`config.mk`:
```
export PLATFORM = sky130hd
export DESIGN_NAME = drv_prot_supervisor
export DESIGN_NICKNAME = d
export VERILOG_FILES = /design/src/rtl/drv_prot_pkg.sv /design/src/rtl/drv_prot_edge.sv /design/src/rtl/drv_prot_latch.sv /design/src/rtl/drv_prot_settle.sv /design/src/rtl/drv_prot_supervisor.sv
export SDC_FILE = /design/constraint.sdc
export NUM_CORES = 1
export LEC_CHECK = 0
export BUFFER_PORTS_ARGS = -buffer_cell sky130_fd_sc_hd__buf_2
export CORE_ASPECT_RATIO = 1.5
export CORE_MARGIN = 2
export CORE_UTILIZATION = 38
export DETAILED_ROUTE_END_ITERATION = 7
export PLACE_DENSITY = 0.65
export SLEW_MARGIN = 20
export SYNTH_ARGS = -nofsm -noshare
export SYNTH_HDL_FRONTEND = slang
export SYNTH_HIERARCHICAL = 1
export SYNTH_SLANG_ARGS = --single-unit
```
`constraint.sdc`:
```
create_clock -name clk -period 2.9 [get_ports clk]
set_clock_uncertainty 0.1 [all_clocks]
set_input_delay 0.145 -clock clk [delete_from_list [all_inputs] [get_ports clk]]
set_output_delay 0.145 -clock clk [all_outputs]
set_load 0.005 [all_outputs]
```
`src/rtl/drv_prot_pkg.sv`:
```
package drv_prot_pkg;

    // index of each latched fault kind
    localparam int FLT_THERM = 0;
    localparam int FLT_CURR  = 1;
    localparam int NUM_FLT   = 2;

    typedef struct packed {
        logic lvl;
    } edge_st_t;

    typedef struct packed {
        logic hold;
    } flt_st_t;

    typedef struct packed {
        logic pump;
    } top_st_t;

endpackage

```
`src/rtl/drv_prot_edge.sv`:
```
module drv_prot_edge
    import drv_prot_pkg::*;
(
    input  logic clk,
    input  logic rst_n,
    input  logic pin,
    output logic rise
);
    edge_st_t st_d, st_q;

    always_comb begin
        st_d     = st_q;
        st_d.lvl = pin;
        rise     = pin & ~st_q.lvl;
    end

    always_ff @(posedge clk or negedge rst_n) begin
        if (!rst_n) st_q <= '0;
        else        st_q <= st_d;
    end
endmodule

```
`src/rtl/drv_prot_latch.sv`:
```
module drv_prot_latch
    import drv_prot_pkg::*;
(
    input  logic clk,
    input  logic rst_n,
    input  logic trip,
    input  logic release_evt,
    input  logic release_ok,
    output logic hold_d,
    output logic hold_q
);
    flt_st_t st_d, st_q;

    always_comb begin
        st_d = st_q;
        // a trip outranks a release seen in the same cycle
        if (trip)
            st_d.hold = 1'b1;
        else if (release_evt && release_ok)
            st_d.hold = 1'b0;
        hold_d = st_d.hold;
        hold_q = st_q.hold;
    end

    always_ff @(posedge clk or negedge rst_n) begin
        if (!rst_n) st_q <= '0;
        else        st_q <= st_d;
    end
endmodule

```
`src/rtl/drv_prot_settle.sv`:
```
module drv_prot_settle #(
    parameter int SETTLE_CYC = 25000
) (
    input  logic clk,
    input  logic rst_n,
    input  logic run,
    output logic done
);
    localparam int CW = $clog2(SETTLE_CYC + 1);
    localparam logic [CW-1:0] LIM = CW'(SETTLE_CYC);

    logic [CW-1:0] cnt_d, cnt_q;

    always_comb begin
        cnt_d = cnt_q;
        if (!run)
            cnt_d = '0;
        else if (cnt_q != LIM)
            cnt_d = cnt_q + 1'b1;
        done = (cnt_q == LIM);
    end

    always_ff @(posedge clk or negedge rst_n) begin
        if (!rst_n) cnt_q <= '0;
        else        cnt_q <= cnt_d;
    end
endmodule

```
`src/rtl/drv_prot_supervisor.sv`:
```
module drv_prot_supervisor
    import drv_prot_pkg::*;
#(
    parameter int SETTLE_CYC = 25000
) (
    input  logic clk,
    input  logic rst_n,
    input  logic stby_in,
    input  logic temp_trip,
    input  logic temp_cool,
    input  logic curr_trip,
    input  logic vlog_ok,
    input  logic vmot_ok,
    output logic bridge_en,
    output logic pump_en,
    output logic prot_out
);
    logic                stby_rise;
    logic [NUM_FLT-1:0]  flt_trip;
    logic [NUM_FLT-1:0]  flt_ok;
    logic [NUM_FLT-1:0]  flt_d;
    logic [NUM_FLT-1:0]  flt_q;
    logic                run_d;
    logic                settled;
    top_st_t             st_d, st_q;

    drv_prot_edge u_edge (
        .clk   (clk),
        .rst_n (rst_n),
        .pin   (stby_in),
        .rise  (stby_rise)
    );

    assign flt_trip[FLT_THERM] = temp_trip;
    assign flt_ok[FLT_THERM]   = temp_cool;
    assign flt_trip[FLT_CURR]  = curr_trip;
    assign flt_ok[FLT_CURR]    = 1'b1;

    for (genvar g = 0; g < NUM_FLT; g++) begin : g_flt
        drv_prot_latch u_latch (
            .clk         (clk),
            .rst_n       (rst_n),
            .trip        (flt_trip[g]),
            .release_evt (stby_rise),
            .release_ok  (flt_ok[g]),
            .hold_d      (flt_d[g]),
            .hold_q      (flt_q[g])
        );
    end

    always_comb begin
        run_d     = stby_in & vlog_ok & vmot_ok & ~(|flt_d);
        st_d      = st_q;
        st_d.pump = run_d;
    end

    always_ff @(posedge clk or negedge rst_n) begin
        if (!rst_n) st_q <= '0;
        else        st_q <= st_d;
    end

    drv_prot_settle #(.SETTLE_CYC(SETTLE_CYC)) u_settle (
        .clk   (clk),
        .rst_n (rst_n),
        .run   (run_d),
        .done  (settled)
    );

    assign pump_en   = st_q.pump;
    assign bridge_en = settled;
    assign prot_out  = flt_q[FLT_THERM];

endmodule

```
After elaboration in Yosys (flattened, before gate mapping)

Index checks and enable logic that the tools add are counted.

Register bits: 19
Output and inout bits: 3
Logic and storage cells: 23

Add/subtract/negate cells: 1
Equal/unequal tests: 3
Multiplexer cells: 6
Bitwise operators: 6
Reductions and logical operators: 2

Operators with widths:

| operator              | count |
|---|---|
| $mux 15               | 2 |
| $add 15x1->15 const B | 1 |
| $eq 15x15->1 const B  | 1 |
| $ne 15x15->1 const B  | 1 |
| $and 1x1->1           | 4 |
| $mux 1                | 4 |
| $ne 2x1->1 const B    | 1 |
| $not 1->1             | 2 |
| $reduce_or 2->1       | 1 |
| $logic_and 1x1->1     | 1 |

Depth between registers and ports, before layout

Gate-level depths: netlist (run 1).

Depth in word-level cells: 9
Depth in mapped cells: 8

Cells and area by module

Netlist (run 1), hierarchy kept.

By module, submodules not included:

| module              | instances | cells an instance | area an instance (um^2) | sequential area each (um^2) |
|---|---|---|---|---|
| drv_prot_settle     | 1         | 87                | 849.6                   | 375.4 |
| drv_prot_latch      | 2         | 3                 | 36.3                    | 25.0 |
| drv_prot_supervisor | 1         | 4                 | 41.3                    | 25.0 |
| drv_prot_edge       | 1         | 2                 | 38.8                    | 25.0 |

Worst setup path before layout (run 1)

Ideal clock, no wire load.

Path kind: register -> register
Start point: reg u_edge.st_q
End point: reg u_settle.cnt_q[2]
Arrival: 1.622 ns
Data required time: 2.718 ns
Setup slack: 1.095 ns
Stages on the path, launching flop included: 9
Path buffers: 0
Clock period less this slack: 1.805 ns
Path through: dfrtp_1 > nor2b_4 > nand2_1 > a21o_1 > nand4b_1 > nor2_1 > inv_2 > or3_1 > o22ai_1

Longest elaborated chain between the ends: 9
Elaborated cells on any way between the ends: 12
Classes of those cells: eq/ne (1); mux (5); bitwise (4); reduce/logical (2)

RTL lines:

| element                                                       | line                      | text |
|---|---|---|
| from (decl)                                                   | drv_prot_edge.sv:9        | `edge_st_t st_d, st_q;` |
| from (signal assigned)                                        | drv_prot_edge.sv:19       | `else st_q <= st_d;` |
| $not 1->1 *                                                   | drv_prot_edge.sv:14       | `rise = pin & ~st_q.lvl;` |
| $and 1x1->1 *                                                 | drv_prot_edge.sv:14       |  |
| net stby_rise                                                 | drv_prot_supervisor.sv:18 | `logic stby_rise;` |
| $logic_and 1x1->1 *                                           | drv_prot_latch.sv:19      | `else if (release_evt && release_ok)` |
| $mux 1 *                                                      | drv_prot_latch.sv:19      |  |
| $mux 1 *                                                      | drv_prot_latch.sv:17      | `if (trip)` |
| net flt_d[0]                                                  | drv_prot_supervisor.sv:21 | `logic [NUM_FLT-1:0] flt_d;` |
| $reduce_or 2->1 *                                             | drv_prot_supervisor.sv:52 | `run_d = stby_in & vlog_ok & vmot_ok & ~(\|flt_d);` |
| $not 1->1 *                                                   | drv_prot_supervisor.sv:52 |  |
| $and 1x1->1 *                                                 | drv_prot_supervisor.sv:52 |  |
| net run_d                                                     | drv_prot_supervisor.sv:23 | `logic run_d;` |
| $ne 2x1->1 (no source line) / $mux 15 (equally long branches) | --                        |  |
| to (signal assigned)                                          | drv_prot_settle.sv:25     | `else cnt_q <= cnt_d;` |
| to (decl)                                                     | drv_prot_settle.sv:12     | `logic [CW-1:0] cnt_d, cnt_q;` |

The timed path passes the listed nets; every way through them passes the cells marked *.
A chain may end at the register's enable or synchronous reset.

Worst setup path after layout (run 1)

Start point: in stby_in
End point: reg u_settle.cnt_q[2]

Longest elaborated chain between the ends: 8
Elaborated cells on any way between the ends: 13
Classes of those cells: eq/ne (1); mux (5); bitwise (5); reduce/logical (2)

RTL lines:

| element                                                       | line                      | text |
|---|---|---|
| from (decl)                                                   | drv_prot_supervisor.sv:8  | `input logic stby_in,` |
| $and 1x1->1 *                                                 | drv_prot_edge.sv:14       |  |
| net stby_rise                                                 | drv_prot_supervisor.sv:18 |  |
| $logic_and 1x1->1 *                                           | drv_prot_latch.sv:19      |  |
| $mux 1 *                                                      | drv_prot_latch.sv:19      |  |
| $mux 1 *                                                      | drv_prot_latch.sv:17      |  |
| net flt_d[0]                                                  | drv_prot_supervisor.sv:21 |  |
| $reduce_or 2->1 *                                             | drv_prot_supervisor.sv:52 |  |
| $not 1->1 *                                                   | drv_prot_supervisor.sv:52 |  |
| $and 1x1->1 *                                                 | drv_prot_supervisor.sv:52 |  |
| net run_d                                                     | drv_prot_supervisor.sv:23 |  |
| $ne 2x1->1 (no source line) / $mux 15 (equally long branches) | --                        |  |

Marked as above.

==> results of run 1 <==
==> Yosys cell counts, types with 3 or more instances <==
| cell | instances | area (sq um) |
|---|---|---|
| nand2b_1 | 3 | 18.8 |
| a21oi_1 | 7 | 35.0 |
| or4_1 | 4 | 30.0 |
| nor2_1 | 3 | 11.3 |
| dfrtp_1 | 19 | 475 |
| nand2_1 | 14 | 52.6 |
| o31ai_1 | 4 | 30.0 |
| nor4_2 | 3 | 37.5 |
| nand3_1 | 6 | 30.0 |
| mux2i_1 | 5 | 50.1 |
| inv_1 | 5 | 18.8 |
| or3_1 | 4 | 25.0 |
==> timing repair <==
action | 4_1_cts | 5_1_grt
hold buffers | 4 | 0
setup endpoints to repair | 0 | 0
hold endpoints to repair | 22 | 0
==> area by class of cell <==
cell class	count	area, sq um	share of cell area [%]
Sequential cell	19	475	41.4
Tap cell	24	30.0	2.62
Multi-Input combinational cell	72	495	43.2
Timing Repair Buffer	15	97.6	8.51
Clock buffer	4	26.3	2.29
Inverter	6	22.5	1.96
==> metal layers <==
metal / up-vias / wire (microns) / GRT usage [%]
li1: 393 / - / -
met1: 387 / 869 / 17.3
met3: 2 / 62 / 2.44
met4: 0 / 24 / 7.50
met2: 13 / 1030 / 26.4
met5: - / 0 / 0
==> sequential cells by signal (all words and copies together), names as in the netlist <==
signal	flops
g_flt.u_latch/hold_q	2
pump_en	1
u_edge/st_q	1
u_settle/cnt_q	15
==> kinds of logic after synthesis <==
group | share of synthesized area (%)
AOI/OAI and AO/OA | 10.1
xor gates and xnor gates | 1.75
adders and majority gates | 2.50
buffers and inverters | 3.12
DFF | 47.4
muxes | 4.99
other | 0.374
and+or+nand+nor | 29.7
==> through the flow <==
stage / hold WS [ps] / instance area, sq um
global route: 35.9 / 1150
CTS: 30.1 / 1150
global placement: 9.41 / 1080
finish: 36.8 / 1150
floorplan: -251 / 1000
detailed placement: 7.91 / 1080
==> tightest hold or removal path: cells and delay by family <==
family                 cells  cell delay [ps]
AO/OA/AOI/OAI              1              110
AND/OR/NAND/NOR            1               40
buffers and inverters      1               90
==> where the power goes <==
| group | total (mW) | switching (mW) | internal (mW) |
|---|---|---|---|
| sequential | 0.268 | 0.00108 | 0.267 |
| combinational | 0.0192 | 0.00933 | 0.00992 |
| clock | 0.130 | 0.0767 | 0.0534 |
==> path summary, 6_finish.rpt <==
path                                           end  slack (ps)  depth (start not counted)                    start
hold / removal             g_flt[0].u_latch/hold_q          40                          3                temp_cool
setup reg to reg                 u_settle/cnt_q[9]         900                          3        u_settle/cnt_q[2]
max in group asynchronous        u_settle/cnt_q[6]        2190                          2                    rst_n
setup / recovery                 u_settle/cnt_q[2]         800                         11                  stby_in
min in group asynchronous       u_settle/cnt_q[14]         210                          2                    rst_n
hold reg to reg            g_flt[1].u_latch/hold_q         400                          1  g_flt[1].u_latch/hold_q
==> results by stage, run 1 <==
Layout:
- The area growth from synthesis to layout is 14.5%.
- The share of the core filled with cells is 46.3%.
- The most common cell after layout, fill and taps aside is dfrtp_1.
- In the layout the commonest cells are dfrtp_1, nand2_1, buf_2.
- At the end of the flow, the number of nets in the layout was 127.
- The number of antenna repair diodes is 0.
- The final-layout fill cell count is around 240.
- The share of layout cells above drive strength 1 is 18.1%.
- After the flow finishes, the layout carries non-filler instances totaling 140.

Routing:
- The total wire length is 1.99 mm.
- The remaining number of nets flagged by the antenna check after routing is 0.
- In the routed design, unresolved DRC markers number 0.
- Summing over every cut layer, the via total after detailed routing is 795.
- After detailed routing, the number of vias per cell comes to ~5.7.
- The count of routing violations after the opening detailed-route iteration is 18.
- Dividing the detail-routed wire length by the instance count gives 14.2 microns.
- For this run, the detailed router's first-pass iteration total came to 4.

STA:
- Of the available clock period, the critical path in the final layout requires 72.4%.
- After routing, the total negative slack on setup checks comes to 0 ps.
- Across all setup checks in the final design, the least slack found is 801 ps.
- Setup repair after global routing left no endpoint under its margin.
- For the pin with the worst max-slew slack, the measured transition is 587 ps.
- The final count of hold timing violations came to 0.
- The normalized max-slew margin is 60.8%.
- The final max-slew violation count is 0.
- The achievable clock frequency is 0.476 GHz.
- Setup violations remaining at the end of the flow were counted as 0.
- The post-layout minimum cycle time is 2100 ps.

Global routing:
- The number of global-route vias before repair came to between 800 and 900.
- The initial antenna violation count came to 0.
- The wire length of the first global-routing pass is between 3 and 4 mm.
- The maximum number of pins on one net before global-route repair is 20.
- For this run, the total global-route usage over all layers was measured as roughly 15%.
- The total grt overflow is 0.

Floorplan:
- The total die area is 3070 sq um.
- The number of cell rows is 22.
- In this run the standard cell core region covers 2480 sq um.
- Once the floorplan was initialized, standard cells occupied a little over 40% of the core.
- The floorplan die height is 66.9 microns.
- The number of top-level pins is 11.
- The die span in x is 45.9 microns.

Synthesis:
- The fraction of synthesis flops using an asynchronous set or reset pin is 100%.
- The number of warnings issued by yosys is 6.
- The synthesized netlist net count is 109.
- The share of the yosys chip area belonging to registers is 47.4%.
- The summed instance area of the synthesized netlist is 1000 sq um.
- The synthesized design contains 19 register bits.
- The average footprint of a synthesized cell is 10.1 sq um.
- The prevailing post-synth register cell is dfrtp_1.
- Synthesis produced 99 cells.
- The number of different library cells in the post-synthesis netlist is 28.
- The count of flip-flops with a built-in enable after synthesis is 0.

Clocking:
- The number of buffers added by the clock tree synthesis step is 3.
- After clock tree synthesis, the setup repair step added 0 buffers.
- Post-CTS repair changed the size of 0 cells.
- The clock root buffer is clkbuf_4.
- TritonCTS built the clock tree.
- Counting every sink on the clock net gives 19.
- The number of buffers on the longest clock path is 2.
- Clock-pin slew was measured on the worst setup and hold paths at ~110 ps.
- CTS built an H-tree with a depth of 1.
- Clock latency on the worst-skew pair, taken at its later pin, is 290 ps.

Placed design:
- The placer congestion estimate is 0.787.
- The placed cell count is 132.
- Detailed placement ended at an HPWL of 1.43 mm.
- Prior to clock tree synthesis, the placed netlist has a worst setup slack of between 900 and 1000 ps.
- During placement, the flow inserted port buffers numbering 10.

Min path:
- The worst min-delay path class is in2reg.

Critical path:
- STA classifies the critical path startpoint as a primary input.
- Walking the worst path, the cells encountered are dlygate4sd3_1 > buf_2 > nor2b_4 > nand2_1 > a21o_1 > nand4b_1 > nor2_1 > buf_4 > inv_2 > or3_1 > o22ai_1.
- The type of the setup path with the least slack is in2reg.
- The critical path data required time is 3020 ps.
- The peak fanout along the critical path is 13.
- The maximum single-stage delay on the critical path is 530 ps.
- The buffers plus inverters on the worst setup path is 4.
- The worst setup path is captured at a flop.
- The slowest stage of the critical path belongs to the cell dlygate4sd3_1.
- The cell class contributing the biggest share of worst-path delay is buffers and inverters.
- The data arrival time of the critical path is between 2000 and 2500 ps.

Power:
- Power comes to approximately 0.42 mW.
- The peak ir drop on the vdd network is approximately 0.26 mV.
- For this design the static power due to leakage is 0.428 nW.
- The power per unit of standard cell area is 364 nW/um^2.

Job:
- Across the run, the number of max-cap violations was 0.

Outcome:
- The run finished with clean final reports.
Power figures use the tool's default switching activity.
==> inputs of run 2 (changes only) <==
clock period = 2.1 ns   (was 2.9 ns; I/O delays follow)
==> results by stage, run 2 (synthesized netlist as in run 1, its figures left out) <==
Power:
- IR analysis of the VDD net gives a maximum drop of 0.283 mV.
- The net switching power is 0.132 mW.
- Net switching is between 20% and 30% of the power.
- For this design the static power due to leakage is 0.437 nW.
- Sequential cells burn 63.2% of the power.
- The internal power of the cells is 0.454 mW.
- The portion of total power attributed to the clock network is 32.1%.
- The logic gate share of total power is 4.8%.
- For this design the ratio of total power to cell area is just over 500 nW/um^2.

Clocking:
- The clock root buffer is clkbuf_4.
- The clock tree from TritonCTS is yes.
- The post-CTS setup repair buffer count is 0.
- The sink count of the clock tree is 19.
- The number of buffers on the longest clock path is 2.
- The clock reaches the later pin of the worst-skew pair after around 300 ps.
- TritonCTS created 3 clock buffers.
- The clock slew at the register clock pins of the worst setup and hold paths is 100 ps.
- The number of H-tree levels is 1.

STA:
- The final number of setup-violating endpoints is 0.
- Setup repair after global routing left no endpoint under its margin.
- The final count of hold timing violations is 0.
- After layout, the minimum clock period comes to just under 2000 ps.
- The final max-slew violation count is 0.
- The final worst-path cycle share is around 93%.
- For this run, the top clock speed supported by timing is 0.510 GHz.
- Setup slack closes at between 100 and 150 ps.
- Hold timing on the final database bottoms out at a slack of about 150 ps.
- The final-layout setup total negative slack is 0 ps.

Critical path:
- The worst setup path is of the in2reg kind.
- The slowest cell on the critical path is dlygate4sd3_1.
- The worst setup path is launched from a primary input.
- STA puts the critical path data required time at 2220 ps.
- Walking the worst path, the cells encountered are dlygate4sd3_1 > buf_2 > nor2b_4 > nand2_1 > a21o_1 > nand4b_1 > nor2_1 > inv_2 > or3_1 > o22ai_1.
- STA classifies the critical path endpoint as a flop.
- The maximum single-stage delay on the critical path is 530 ps.
- The peak fanout along the critical path is 10.
- For the worst setup path, the data arrival time is 2080 ps.

Floorplan:
- The core region is 2480 sq um.
- The initialized floorplan defines 22 standard-cell rows.
- Once the floorplan was initialized, standard cells occupied 40.5% of the core.
- From left edge to right edge, the die measures 45.9 microns.
- Pin placement for this block handled 11 I/O pins.
- The floorplan die height is roughly 67 microns.
- The die covers 3070 sq um.

Layout:
- The library cells used most frequently in the layout, excluding fill and tap cells, are dfrtp_1, nand2_1, buf_2.
- The final net count is 129.
- The most flop-heavy register is u_settle/cnt_q.
- Of the cells placed in the final design, the portion with a size suffix greater than 1 is roughly a fifth.
- The library cell used most frequently in the layout, excluding fill and tap cells, is dfrtp_1.
- The number of flip-flops under the largest register name is 15.
- The area added between synthesis and finish is 16.4%.
- The number of antenna repair diodes is 0.

Job:
- The tool flagged a number of max-cap violations equal to 0.

Global routing:
- The total grt overflow is 0.
- Across every metal layer, demand over resource in global routing totals 15.5%.
- The wire length of the first global-routing pass is 3.45 mm.
- The initial antenna violation count is 0.
- Entering global routing, the biggest net connects 20 pins.
- The number of global-route vias before repair is slightly above 800.

Routing:
- The final route contains 812 vias.
- The count of routing violations after the opening detailed-route iteration is 44.
- The count of unresolved DRC violations after routing is 0.
- Wires add up to 2.02 mm.
- Dividing the detail-routed wire length by the instance count gives 14.2 microns.
- After detailed routing, the number of vias per cell comes to between 5 and 6.
- Once detail routing completed, the nets flagged for antenna violations numbered 0.
- For this run, the detailed router's first-pass iteration total came to 4.
- The top layer reached by signal wires is met4.
- The routed design uses approximately 1.1 mm of met2 wire.
- After detailed routing, the met3 layer carries ~70 microns of wire.
- The detailed router put a total of 827 microns of wire on met1.

Placed design:
- The placer congestion estimate is 0.876.
- Summed over all nets, the half-perimeter wirelength after detailed placement is 1.45 mm.
- Timing analysis after detailed placement gives a worst setup slack of 249 ps.
- The number of I/O port buffers is 10.

Outcome:
- The flow ran to the end, and the final reports show no timing, DRC or antenna violations.

Min path:
- The worst min-delay path class is in2reg.
==> run 2: final cells by class <==
cell class	instances	area, sq um
flip-flops and latches	19	475
inverters	6	22.5
repair buffers	17	115
multi-input cells	72	495
fillers	245	1310
well taps	24	30.0
clock inverters	1	5.00
clock buffers	3	22.5
==> run 2: worst paths after layout <==
check                                   startpoint                       to  slack, ps  cells past startpoint
max                                        stby_in        u_settle/cnt_q[2]        140                     10
min in group asynchronous                    rst_n  g_flt[0].u_latch/hold_q        160                      2
min reg2reg                g_flt[1].u_latch/hold_q  g_flt[1].u_latch/hold_q        390                      1
max reg2reg                            u_edge/st_q        u_settle/cnt_q[2]        210                      8
min                                        vlog_ok                  pump_en        150                      4
max in group asynchronous                    rst_n       u_settle/cnt_q[11]       1440                      2
==> run 2: metrics by stage <==
| step | cell area [sq um] | total power [mW] | std cells | util [%] |
|---|---|---|---|---|
| finish | 1170 | 0.586 | 142 | 47.1 |
| global route | 1170 | 0.610 | 142 | 47.1 |
| CTS | 1170 | 0.594 | 142 | 47.1 |
| detailed placement | 1090 | 0.399 | 133 | 43.9 |
| global placement | 1090 | 0.398 | 133 | 43.9 |
| floorplan | 1000 | 0.383 | 99 | - |
==> run 2: critical path: cells and delay by family <==
family	cells	cell delay (ps)
AO/OA/AOI/OAI	2	320
buffers and inverters	3	790
AND/OR/NAND/NOR	5	880
==> run 2: repair_timing <==
action / CTS / global route
endpoints found under the hold margin: 22 / 0
setup endpoints to repair: 0 / 0
hold buffers: 5 / 0
gates resized for setup: 0 / 0
==> run 2: power groups by stage <==
stage               combinational [mW]  clock, mW  sequential [mW]
detailed placement              0.0216          0            0.377
floorplan                      0.00533          0            0.377
global route                    0.0317      0.207            0.371
global placement                0.0211          0            0.377
finish                          0.0279      0.188            0.370
CTS                             0.0287      0.195            0.370
==> run 2: routing by layer <==
layer / up-vias / GRT usage (%)
met5: - / 0
met4: 0 / 7.50
met3: 4 / 2.44
met2: 18 / 26.9
met1: 396 / 17.5
li1: 394 / -
==> inputs of run 3 (changes only) <==
BUFFER_PORTS_ARGS = unset   (was -buffer_cell sky130_fd_sc_hd__buf_2)
DONT_BUFFER_PORTS = 1   (was unset)
PLACE_DENSITY = 0.61   (was 0.65)
==> results by stage, run 3 (synthesized netlist as in run 1, its figures left out) <==
Placed design:
- Summed over all nets, the half-perimeter wirelength after detailed placement is 1.48 mm.
- Routability-driven placement finished with a final weighted congestion of 0.791.
- OpenSTA, run right after detailed placement, puts the worst setup slack at 257 ps.
- The cell area after placement is 1040 sq um.
- In this run, placement finished with an instance count of 123.
- Input and output buffers added on the ports amount to 0.

Global routing:
- Entering global routing, the biggest net connects 20 pins.
- In the global route stage, overall resource usage came out at between 10% and 20%.
- The initial antenna violation count is 0.
- After global routing the overflow that remains totals 0.
- The wire length of the first global-routing pass is about 3.4 mm.
- The number of global-route vias before repair was 742.

Critical path:
- The endpoint type of the worst setup path is a flop.
- Counting cells, the worst reg-to-reg path comes to 8.
- The critical path is of the reg2reg type.
- The worst register-to-register path begins at u_edge/st_q.
- The peak fanout along the critical path is 10.
- The worst register-to-register path has a setup slack of 210 ps.
- The critical path data required time is 2210 ps.
- The kind of start point of the critical path is a flop.
- Data arrives at the worst endpoint at 2000 ps.
- The worst flop-to-flop path endpoint is u_settle/cnt_q[2].

STA:
- For this run, the top clock speed supported by timing is 0.529 GHz.
- The final max-slew violation count is 0.
- For the pin with the worst max-slew slack, the measured transition is 850 ps.
- Setup total negative slack on the finished layout was measured at 0 ps.
- The final count of hold timing violations came to 0.
- In the post-route analysis, the smallest setup slack over all paths is 210 ps.
- The clock period could shrink to ~1900 ps.
- The normalized max-slew margin is 43.1%.
- Dividing the final minimum period by the clock period gives about 90%.
- The final number of setup-violating endpoints is 0.
- Setup repair after global routing left no endpoint under its margin.

Clocking:
- In this run the number of H-tree levels came out at 1.
- The number of resized instances in the post-cts repair step is 0.
- The number of buffers on the longest clock path is 2.
- The tree is rooted in a clkbuf_4.
- The number of buffers added by the clock tree synthesis step is 3.
- The sink count of the clock tree is 19.
- The clock tree from TritonCTS is yes.
- The clock slew at the register clock pins of the worst setup and hold paths is 110 ps.
- After clock tree synthesis, the setup repair step added 0 buffers.
- The clock latency of the later-clocked register in the worst-skew pair is 290 ps.

Layout:
- The area growth from synthesis to layout is 11.2%.
- In the layout the commonest cells are dfrtp_1, nand2_1, a21oi_1.
- The number of flip-flops under the largest register name is 15.
- The number of antenna diodes in the final layout is 0.
- Leaving out fill and tap cells, the most frequent cell in the layout is dfrtp_1.
- The final net count is 119.
- The final instance area is 1110 sq um.
- The share of layout cells above drive strength 1 is about 11%.
- After the flow finishes, the layout carries non-filler instances totaling approximately 130.
- The final-layout fill cell count is 242.
- The most flop-heavy register is u_settle/cnt_q.

Routing:
- Wires add up to roughly 2 mm.
- After the first detailed-routing iteration, the DRC count stood at 38.
- The number of vias in the routed layout is 761.
- For this run, design rule violations remaining after detail routing come to 0.
- The first TritonRoute pass finished after 4 iterations.
- Using the TritonRoute via totals, the vias-per-cell ratio works out to 5.77.
- The remaining number of nets flagged by the antenna check after routing is 0.
- Dividing the detail-routed wire length by the instance count gives roughly 15 microns.

Min path:
- The worst hold path terminates at g_flt[1].u_latch/hold_q.
- The worst hold path begins at stby_in.
- The worst min-delay path class is in2reg.
- The cell depth of the worst min-delay path is 3.

Power:
- The peak ir drop on the vdd network is 0.181 mV.
- For this design the static power due to leakage is about 0.4 nW.
- The power per unit of standard cell area is 512 nW/um^2.
- Summing internal, switching and leakage power gives 0.570 mW.

Floorplan:
- The die span in x is about 46 microns.
- The number of top-level pins is 11.
- The die covers between 3000 and 4000 sq um.
- The initial cell density of the core is 40.5%.
- The area of the core is 2480 sq um.
- The number of cell rows is 22.
- The floorplan die height is 66.9 microns.

Outcome:
- The flow ran to the end, and the final reports show no timing, DRC or antenna violations.

Job:
- The number of maximum-capacitance violations is 0.
==> run 3: changes by cell type in the layout (fill, tap and decap cells not counted) <==
cell	change
clkinv_2	-1
clkbuf_1	+1
buf_2	-10
==> run 3: area by class of cell <==
cell class	instances	area [sq um]	area share, %
multi-input cells	72	495	44.4
well taps	24	30.0	2.69
clock buffers	4	26.3	2.36
inverters	6	22.5	2.02
flip-flops and latches	19	475	42.6
repair buffers	7	65.1	5.84
==> run 3: timing repair <==
| item | 4_1_cts | 5_1_grt |
|---|---|---|
| endpoints found under the setup margin | 0 | 0 |
| hold buffers | 5 | 0 |
| hold endpoints to repair | 22 | 0 |
==> run 3: power by group <==
| part | total [mW] | switching, mW | internal (mW) |
|---|---|---|---|
| sequential | 0.370 | 0.00184 | 0.369 |
| combinational | 0.0202 | 0.0104 | 0.00983 |
| clock | 0.180 | 0.106 | 0.0738 |
==> run 3: worst max-delay path by stage <==
| stage | slack, ps | start | to | cells past startpoint |
|---|---|---|---|---|
| finish | 210 | u_edge/st_q | u_settle/cnt_q[2] | 8 |
| global route | 50 | u_edge/st_q | u_settle/cnt_q[2] | 8 |
| CTS | 230 | u_edge/st_q | u_settle/cnt_q[2] | 8 |
| detailed placement | 260 | u_edge/st_q | u_settle/cnt_q[2] | 8 |
| global placement | 300 | u_edge/st_q | u_settle/cnt_q[2] | 8 |
| floorplan | 300 | u_edge/st_q | u_settle/cnt_q[2] | 8 |
==> run 3: per-stage QoR <==
step | utilization (%) | hold WS (ps)
floorplan | - | -291
global placement | 41.9 | -290
detailed placement | 41.9 | -290
CTS | 45.0 | 38.2
global route | 45.0 | 42.4
finish | 45.0 | 48.0
==> run 3: routing by layer <==
| metal | vias to the layer above | global-route usage [%] | routed length, microns |
|---|---|---|---|
| li1 | 376 | - | - |
| met1 | 371 | 16.3 | 819 |
| met2 | 12 | 28.0 | 1120 |
| met3 | 2 | 3.25 | 57 |
| met4 | 0 | 6.43 | 17 |
| met5 | - | 0 | 0 |
==> run 3: worst max-delay path, stage by stage, from the launching register on <==
cell and delay (ps):
dfrtp_1 420, nor2b_4 110, nand2_1 50, a21o_1 180
nand4b_1 170, nor2_1 160, inv_2 120, or3_1 350
o22ai_1 150
